`config.mk`:
```
export PLATFORM = sky130hd
export DESIGN_NAME = tape_rec_enc
export DESIGN_NICKNAME = d
export VERILOG_FILES = /design/src/rtl/tape_enc_pkg.sv /design/src/rtl/tape_tick_gen.sv /design/src/rtl/tape_half_timer.sv /design/src/rtl/tape_rec_enc.sv
export SDC_FILE = /design/constraint.sdc
export NUM_CORES = 1
export LEC_CHECK = 0
export BUFFER_PORTS_ARGS = -buffer_cell sky130_fd_sc_hd__buf_4
export CAP_MARGIN = 20
export CORE_MARGIN = 8
export CORE_UTILIZATION = 50
export DETAILED_ROUTE_END_ITERATION = 16
export HOLD_SLACK_MARGIN = 0.02
export PLACE_DENSITY = 0.69
export SETUP_SLACK_MARGIN = 0.4
export SLEW_MARGIN = 30
export SYNTH_ARGS = -nofsm -noshare
export SYNTH_HDL_FRONTEND = slang
export SYNTH_SLANG_ARGS = --single-unit
```
`constraint.sdc`:
```
create_clock -name clk -period 3.7 [get_ports clk]
set_input_delay 0.37 -clock clk [delete_from_list [all_inputs] [get_ports clk]]
set_output_delay 0.37 -clock clk [all_outputs]
set_load 0.01 [all_outputs]
```
`src/rtl/tape_enc_pkg.sv`:
```
package tape_enc_pkg;

    localparam int unsigned DATA_W       = 8;
    localparam int unsigned LEN_W        = 10;
    localparam int unsigned LEAD_HALF_US = 650;
    localparam int unsigned MARK_A_US    = 200;
    localparam int unsigned MARK_B_US    = 250;
    localparam int unsigned ZERO_HALF_US = 250;
    localparam int unsigned ONE_HALF_US  = 500;
    localparam int unsigned MIN_HALF_US  = 200;

    typedef enum logic [2:0] {
        ENC_IDLE,
        ENC_LEAD,
        ENC_MARK,
        ENC_DATA,
        ENC_WAIT
    } enc_state_e;

    typedef enum logic [1:0] {
        SYM_LEAD,
        SYM_MARK,
        SYM_ZERO,
        SYM_ONE
    } sym_e;

    typedef struct packed {
        sym_e sym;
        logic second;
    } half_t;

    typedef struct packed {
        logic [DATA_W-1:0] bits;
        logic [2:0]        idx;
        logic              last;
        logic              is_check;
    } slot_t;

    function automatic logic [LEN_W-1:0] half_ticks(input sym_e s, input logic second);
        logic [LEN_W-1:0] n;
        case (s)
            SYM_LEAD: n = LEN_W'(LEAD_HALF_US);
            SYM_MARK: n = second ? LEN_W'(MARK_B_US) : LEN_W'(MARK_A_US);
            SYM_ZERO: n = LEN_W'(ZERO_HALF_US);
            default:  n = LEN_W'(ONE_HALF_US);
        endcase
        return n;
    endfunction

    function automatic sym_e bit_sym(input logic b);
        return b ? SYM_ONE : SYM_ZERO;
    endfunction

endpackage

```
`src/rtl/tape_tick_gen.sv`:
```
module tape_tick_gen #(
    parameter int unsigned CLKS_PER_TICK = 125
) (
    input  logic clk,
    input  logic rst,
    input  logic clear,
    output logic tick
);
    localparam int unsigned CW = (CLKS_PER_TICK > 1) ? $clog2(CLKS_PER_TICK) : 1;
    localparam logic [CW-1:0] TOP = CW'(CLKS_PER_TICK - 1);

    logic [CW-1:0] cnt_q;

    always_ff @(posedge clk) begin
        if (rst || clear) begin
            cnt_q <= '0;
        end else if (cnt_q == TOP) begin
            cnt_q <= '0;
        end else begin
            cnt_q <= cnt_q + 1'b1;
        end
    end

    assign tick = (cnt_q == TOP);
endmodule

```
`src/rtl/tape_half_timer.sv`:
```
module tape_half_timer
    import tape_enc_pkg::*;
(
    input  logic             clk,
    input  logic             rst,
    input  logic             restart,
    input  logic             run,
    input  logic             tick,
    input  logic [LEN_W-1:0] len,
    output logic             expire
);
    logic [LEN_W-1:0] cnt_q;

    assign expire = run && tick && (cnt_q == len - 1'b1);

    always_ff @(posedge clk) begin
        if (rst || restart) begin
            cnt_q <= '0;
        end else if (run && tick) begin
            cnt_q <= expire ? '0 : cnt_q + 1'b1;
        end
    end
endmodule

```
`src/rtl/tape_rec_enc.sv`:
```
module tape_rec_enc
    import tape_enc_pkg::*;
#(
    parameter int unsigned CLKS_PER_TICK = 125,
    parameter int unsigned HDR_W         = 16
) (
    input  logic              clk,
    input  logic              rst,
    input  logic              start,
    input  logic [HDR_W-1:0]  hdr_len,
    input  logic [DATA_W-1:0] din,
    input  logic              din_valid,
    output logic              din_ready,
    input  logic              din_last,
    output logic              busy,
    output logic              done,
    output logic              tape_out
);
    localparam logic [DATA_W-1:0] CHECK_SEED = {DATA_W{1'b1}};
    localparam logic [2:0]        TOP_BIT    = 3'(DATA_W - 1);

    enc_state_e        state_q, state_d;
    half_t             half_q, half_d;
    slot_t             slot_q, slot_d;
    logic [HDR_W-1:0]  lead_left_q, lead_left_d;
    logic [DATA_W-1:0] check_q, check_d;
    logic              out_q, done_q, done_d;

    logic             tick, half_end, restart, running, at_boundary, accept;
    logic [LEN_W-1:0] cur_len;

    assign running = (state_q == ENC_LEAD) || (state_q == ENC_MARK) || (state_q == ENC_DATA);
    assign cur_len = half_ticks(half_q.sym, half_q.second);

    tape_tick_gen #(.CLKS_PER_TICK(CLKS_PER_TICK)) u_tick (
        .clk   (clk),
        .rst   (rst),
        .clear (restart),
        .tick  (tick)
    );

    tape_half_timer u_timer (
        .clk     (clk),
        .rst     (rst),
        .restart (restart),
        .run     (running),
        .tick    (tick),
        .len     (cur_len),
        .expire  (half_end)
    );

    // A byte is wanted where the marker or a non-final data byte completes.
    assign at_boundary = half_end && half_q.second &&
                         ((state_q == ENC_MARK) ||
                          (state_q == ENC_DATA && slot_q.idx == '0 &&
                           !slot_q.is_check && !slot_q.last));
    assign din_ready = at_boundary || (state_q == ENC_WAIT);
    assign accept    = din_ready && din_valid;

    always_comb begin
        state_d     = state_q;
        half_d      = half_q;
        slot_d      = slot_q;
        lead_left_d = lead_left_q;
        check_d     = check_q;
        done_d      = 1'b0;
        restart     = 1'b0;

        case (state_q)
            ENC_IDLE: begin
                if (start) begin
                    restart     = 1'b1;
                    check_d     = CHECK_SEED;
                    slot_d      = '0;
                    lead_left_d = hdr_len;
                    if (hdr_len == '0) begin
                        state_d = ENC_MARK;
                        half_d  = '{sym: SYM_MARK, second: 1'b0};
                    end else begin
                        state_d = ENC_LEAD;
                        half_d  = '{sym: SYM_LEAD, second: 1'b0};
                    end
                end
            end
            ENC_LEAD: begin
                if (half_end) begin
                    lead_left_d = lead_left_q - 1'b1;
                    if (lead_left_q == HDR_W'(1)) begin
                        state_d = ENC_MARK;
                        half_d  = '{sym: SYM_MARK, second: 1'b0};
                    end
                end
            end
            ENC_MARK: begin
                if (half_end && !half_q.second) begin
                    half_d.second = 1'b1;
                end
            end
            ENC_DATA: begin
                if (half_end) begin
                    if (!half_q.second) begin
                        half_d.second = 1'b1;
                    end else if (slot_q.idx != '0) begin
                        slot_d.bits = {slot_q.bits[DATA_W-2:0], 1'b0};
                        slot_d.idx  = slot_q.idx - 1'b1;
                        half_d      = '{sym: bit_sym(slot_q.bits[DATA_W-2]), second: 1'b0};
                    end else if (slot_q.is_check) begin
                        state_d = ENC_IDLE;
                        done_d  = 1'b1;
                    end else if (slot_q.last) begin
                        slot_d = '{bits: check_q, idx: TOP_BIT, last: 1'b1, is_check: 1'b1};
                        half_d = '{sym: bit_sym(check_q[DATA_W-1]), second: 1'b0};
                    end
                end
            end
            ENC_WAIT: begin
                if (accept) begin
                    restart = 1'b1;
                end
            end
            default: state_d = ENC_IDLE;
        endcase

        if (at_boundary && !accept) begin
            state_d = ENC_WAIT;
        end
        if (accept) begin
            state_d = ENC_DATA;
            slot_d  = '{bits: din, idx: TOP_BIT, last: din_last, is_check: 1'b0};
            check_d = check_q ^ din;
            half_d  = '{sym: bit_sym(din[DATA_W-1]), second: 1'b0};
        end
    end

    always_ff @(posedge clk) begin
        if (rst) begin
            state_q     <= ENC_IDLE;
            half_q      <= '{sym: SYM_LEAD, second: 1'b0};
            slot_q      <= '0;
            lead_left_q <= '0;
            check_q     <= CHECK_SEED;
            out_q       <= 1'b0;
            done_q      <= 1'b0;
        end else begin
            state_q     <= state_d;
            half_q      <= half_d;
            slot_q      <= slot_d;
            lead_left_q <= lead_left_d;
            check_q     <= check_d;
            out_q       <= out_q ^ half_end;
            done_q      <= done_d;
        end
    end

    assign busy     = (state_q != ENC_IDLE);
    assign done     = done_q;
    assign tape_out = out_q;
endmodule

```
==> impl_results.md <==
- DRT Wirelength: 9.50 mm
- Detailed placer's ending HPWL: 6.77 mm
- Status: complete, no violations
- Chip height: between 100 and 150 um
- Starting Density: between 50% and 60%
- Worst r2r dst: lead_left_q[15]
- Post-synth cell types: 68
- CTS H-tree depth: 3
- Setup TNS: 0 ps
- Antenna violations before repair: 0
- Die area: approximately 10000 um^2
- Crit Path Max Fanout: 20
- Hold Path Origin: din[4]
- Cell Pwr Density: 586 nW/um^2
- RSZ-0062 raised after global routing: no
- Pleak: 1.51 nW
- Max-Cap Viols: 0
- Worst setup EP type: output port
- Final non-filler cell total: 584
- Final Critical Period: 3020 ps
- Seq/Total Area, Yosys: 34.0%
- Tightest Hold Check Type: in2reg
- Reg2reg path depth: 6
- Hold EP: slot_q[9]
- Gate count after technology mapping: 452
- First-pass GRT wire length: 15.3 mm
- Peak supply drop: roughly 0.00035 V
- CTS Hold Bufs: 0
- CTS buffer count: 9
- Post-synth top area share: 34.0%
- Placed insts: 569
- Critical path startpoint category: flop
- Worst Tran Pin Value: 685 ps
- Largest net degree at the start of global routing: 30
- Post-synth EDFFs: 0
- Yosys reg bits: 61
- Synth area leader: dfxtp_1
- WL per Instance: 16.3 um
- FF-to-FF Start: state_q[2]
- Fin. Hold Viols: 0
- Slew margin rel.: 54.3%
- Clk slew on worst S/H paths: 70 ps
- Warnings from Yosys: 0
- Root Driver: clkbuf_8
- Clock Path Buffers: 2
- Total GRT Usage: 18.8%
- Die Span X: 101 um
- Syn Area/Cell: around 7.9 um^2
- Diodes inserted: 0
- Mapped Nets: 488
- Row cnt: 31
- Predominant post-synthesis flop cell: dfxtp_1
- Top-count cell post-synth: dfxtp_1
- Ys async rst share: 0%
- Area Overhead vs Synth: 15.4%
- Arr. time, crit path: 2650 ps
- Skew-Pair Late Insertion Delay: 340 ps
- Reg-to-reg slack, setup: a little under 1000 ps
- Port Buf Inserts: 32
- ANT nets after route: 0
- Routability cong.: 0.899
- CP required: between 3000 and 4000 ps
- I/O pin cnt: 33
- TritonCTS Sinks: 61
- DRT iter0 DRCs: 242
- Core Area: between 7000 and 8000 um^2
- Synth top area cells: dfxtp_1 34%, nor2_1 5.2%, o21ai_0 4.3%, a21oi_1 4.0%, nand2_1 3.4%
- Share of post-route cells with drive strength above 1: 15.5%
- Fmax: 331 MHz
- Kind of critical path: reg2out
- Final setup fails: 0
- Synthesized area: about 3600 um^2
- GR Overflow Total: 0
- CTS tree: done
- Period utilization: 81.7%
- DRT Pass-1 Iters: 5
- DR vias/cell: about 5.9
- Setup bufs post-CTS: 0
- Post-layout net count: 517
- Number of global-route vias before repair: around 3200
- Worst Skew: between 7 and 8 ps
- Commonest cells in the netlist: 61 x dfxtp_1, 50 x nor2_1, 33 x nand2_1
- Fin. max-slew vios: 0
- Via count: between 3000 and 4000
- DR DRC count: 0
- Worst hold stages: 3
==> report_power, final <==
group / internal (W) / total (W) / leakage [nW] / switching, W
clock network: 0.000479 / 0.000736 / 0.125 / 0.000257
registers: 0.000740 / 0.000837 / 0.497 / 0.0000971
logic: 0.000333 / 0.000855 / 0.892 / 0.000522
==> how the worst max path moves through the flow <==
| stage | cells past startpoint | from | slack [ps] | to |
|---|---|---|---|---|
| finish | 5 | state_q[2] | 680 | din_ready |
| global route | 5 | state_q[2] | 510 | din_ready |
| CTS | 6 | state_q[1] | 560 | din_ready |
| detailed placement | 7 | state_q[1] | 920 | lead_left_q[1] |
| global placement | 7 | state_q[1] | 970 | lead_left_q[15] |
| floorplan | 8 | u_tick.cnt_q[0] | 1460 | din_ready |
==> worst max-delay path: stages (launching register included) <==
cell and delay, ps:
dfxtp_1 520, or4_4 650, a211oi_2 470, nand2_1 190, o21ai_0 290, buf_4 180
==> state kept, by name, indices dropped and copies added (netlist names) <==
register       cells
check_q            8
done               1
half_q             3
lead_left_q       16
slot_q            12
state_q            3
tape_out           1
u_tick.cnt_q       7
u_timer.cnt_q     10
==> per-layer routing <==
| layer | track usage (%) | routed length, um |
|---|---|---|
| met5 | 0 | 0 |
| met4 | 8.37 | 188 |
| met2 | 30.1 | 4310 |
| met1 | 23.8 | 4370 |
| met3 | 3.94 | 627 |
==> final cells by class <==
cell class | instances | area, um^2
sequential | 61 | 1220
clock buffer | 11 | 151
multi-input combinational | 349 | 2180
timing repair buffer | 40 | 300
fill | 643 | 2950
inverter | 20 | 75.1
tap | 99 | 124
clock inverter | 4 | 95.1
==> cells in the final DEF (no fill, tap or decap), types with 8 or more instances in the layout <==
cell	instances
xor2_1	8
xnor2_1	10
nor2_1	50
a21oi_1	28
buf_4	40
a211oi_1	9
nor4_1	9
nand3_1	14
nand3b_1	9
nor3_1	20
o21ai_0	31
inv_1	20
nor2b_1	11
nand2_1	33
dfxtp_1	60
clkbuf_8	11
==> cell families after synthesis <==
family | synth area share (%)
AO/OA/AOI/OAI | 24.6
adder cells (fa/ha/maj) | 2.44
buffers and inverters | 5.47
XOR/XNOR | 4.39
flip-flops | 34.0
multiplexers | 1.18
AND/OR/NAND/NOR | 28.0
==> per-stage QoR <==
stage                     area (um^2)  setup slack (ps)  util, %  power (W)  hold slack (ps)
after global placement           3890               972     54.9    0.00166              438
after global routing             4150               512     58.4    0.00258              278
after detailed placement         3890               916     54.9    0.00168              449
after floorplan                  3590              1460        -    0.00148              430
after CTS                        4140               562     58.3    0.00242              268
final                            4150               677     58.4    0.00243              279
==> repair_timing <==
action,CTS,global route
endpoints found under the hold margin,0,0
endpoints found under the setup margin,0,1
gates resized for setup,0,1
Power figures use the tool's default switching activity.
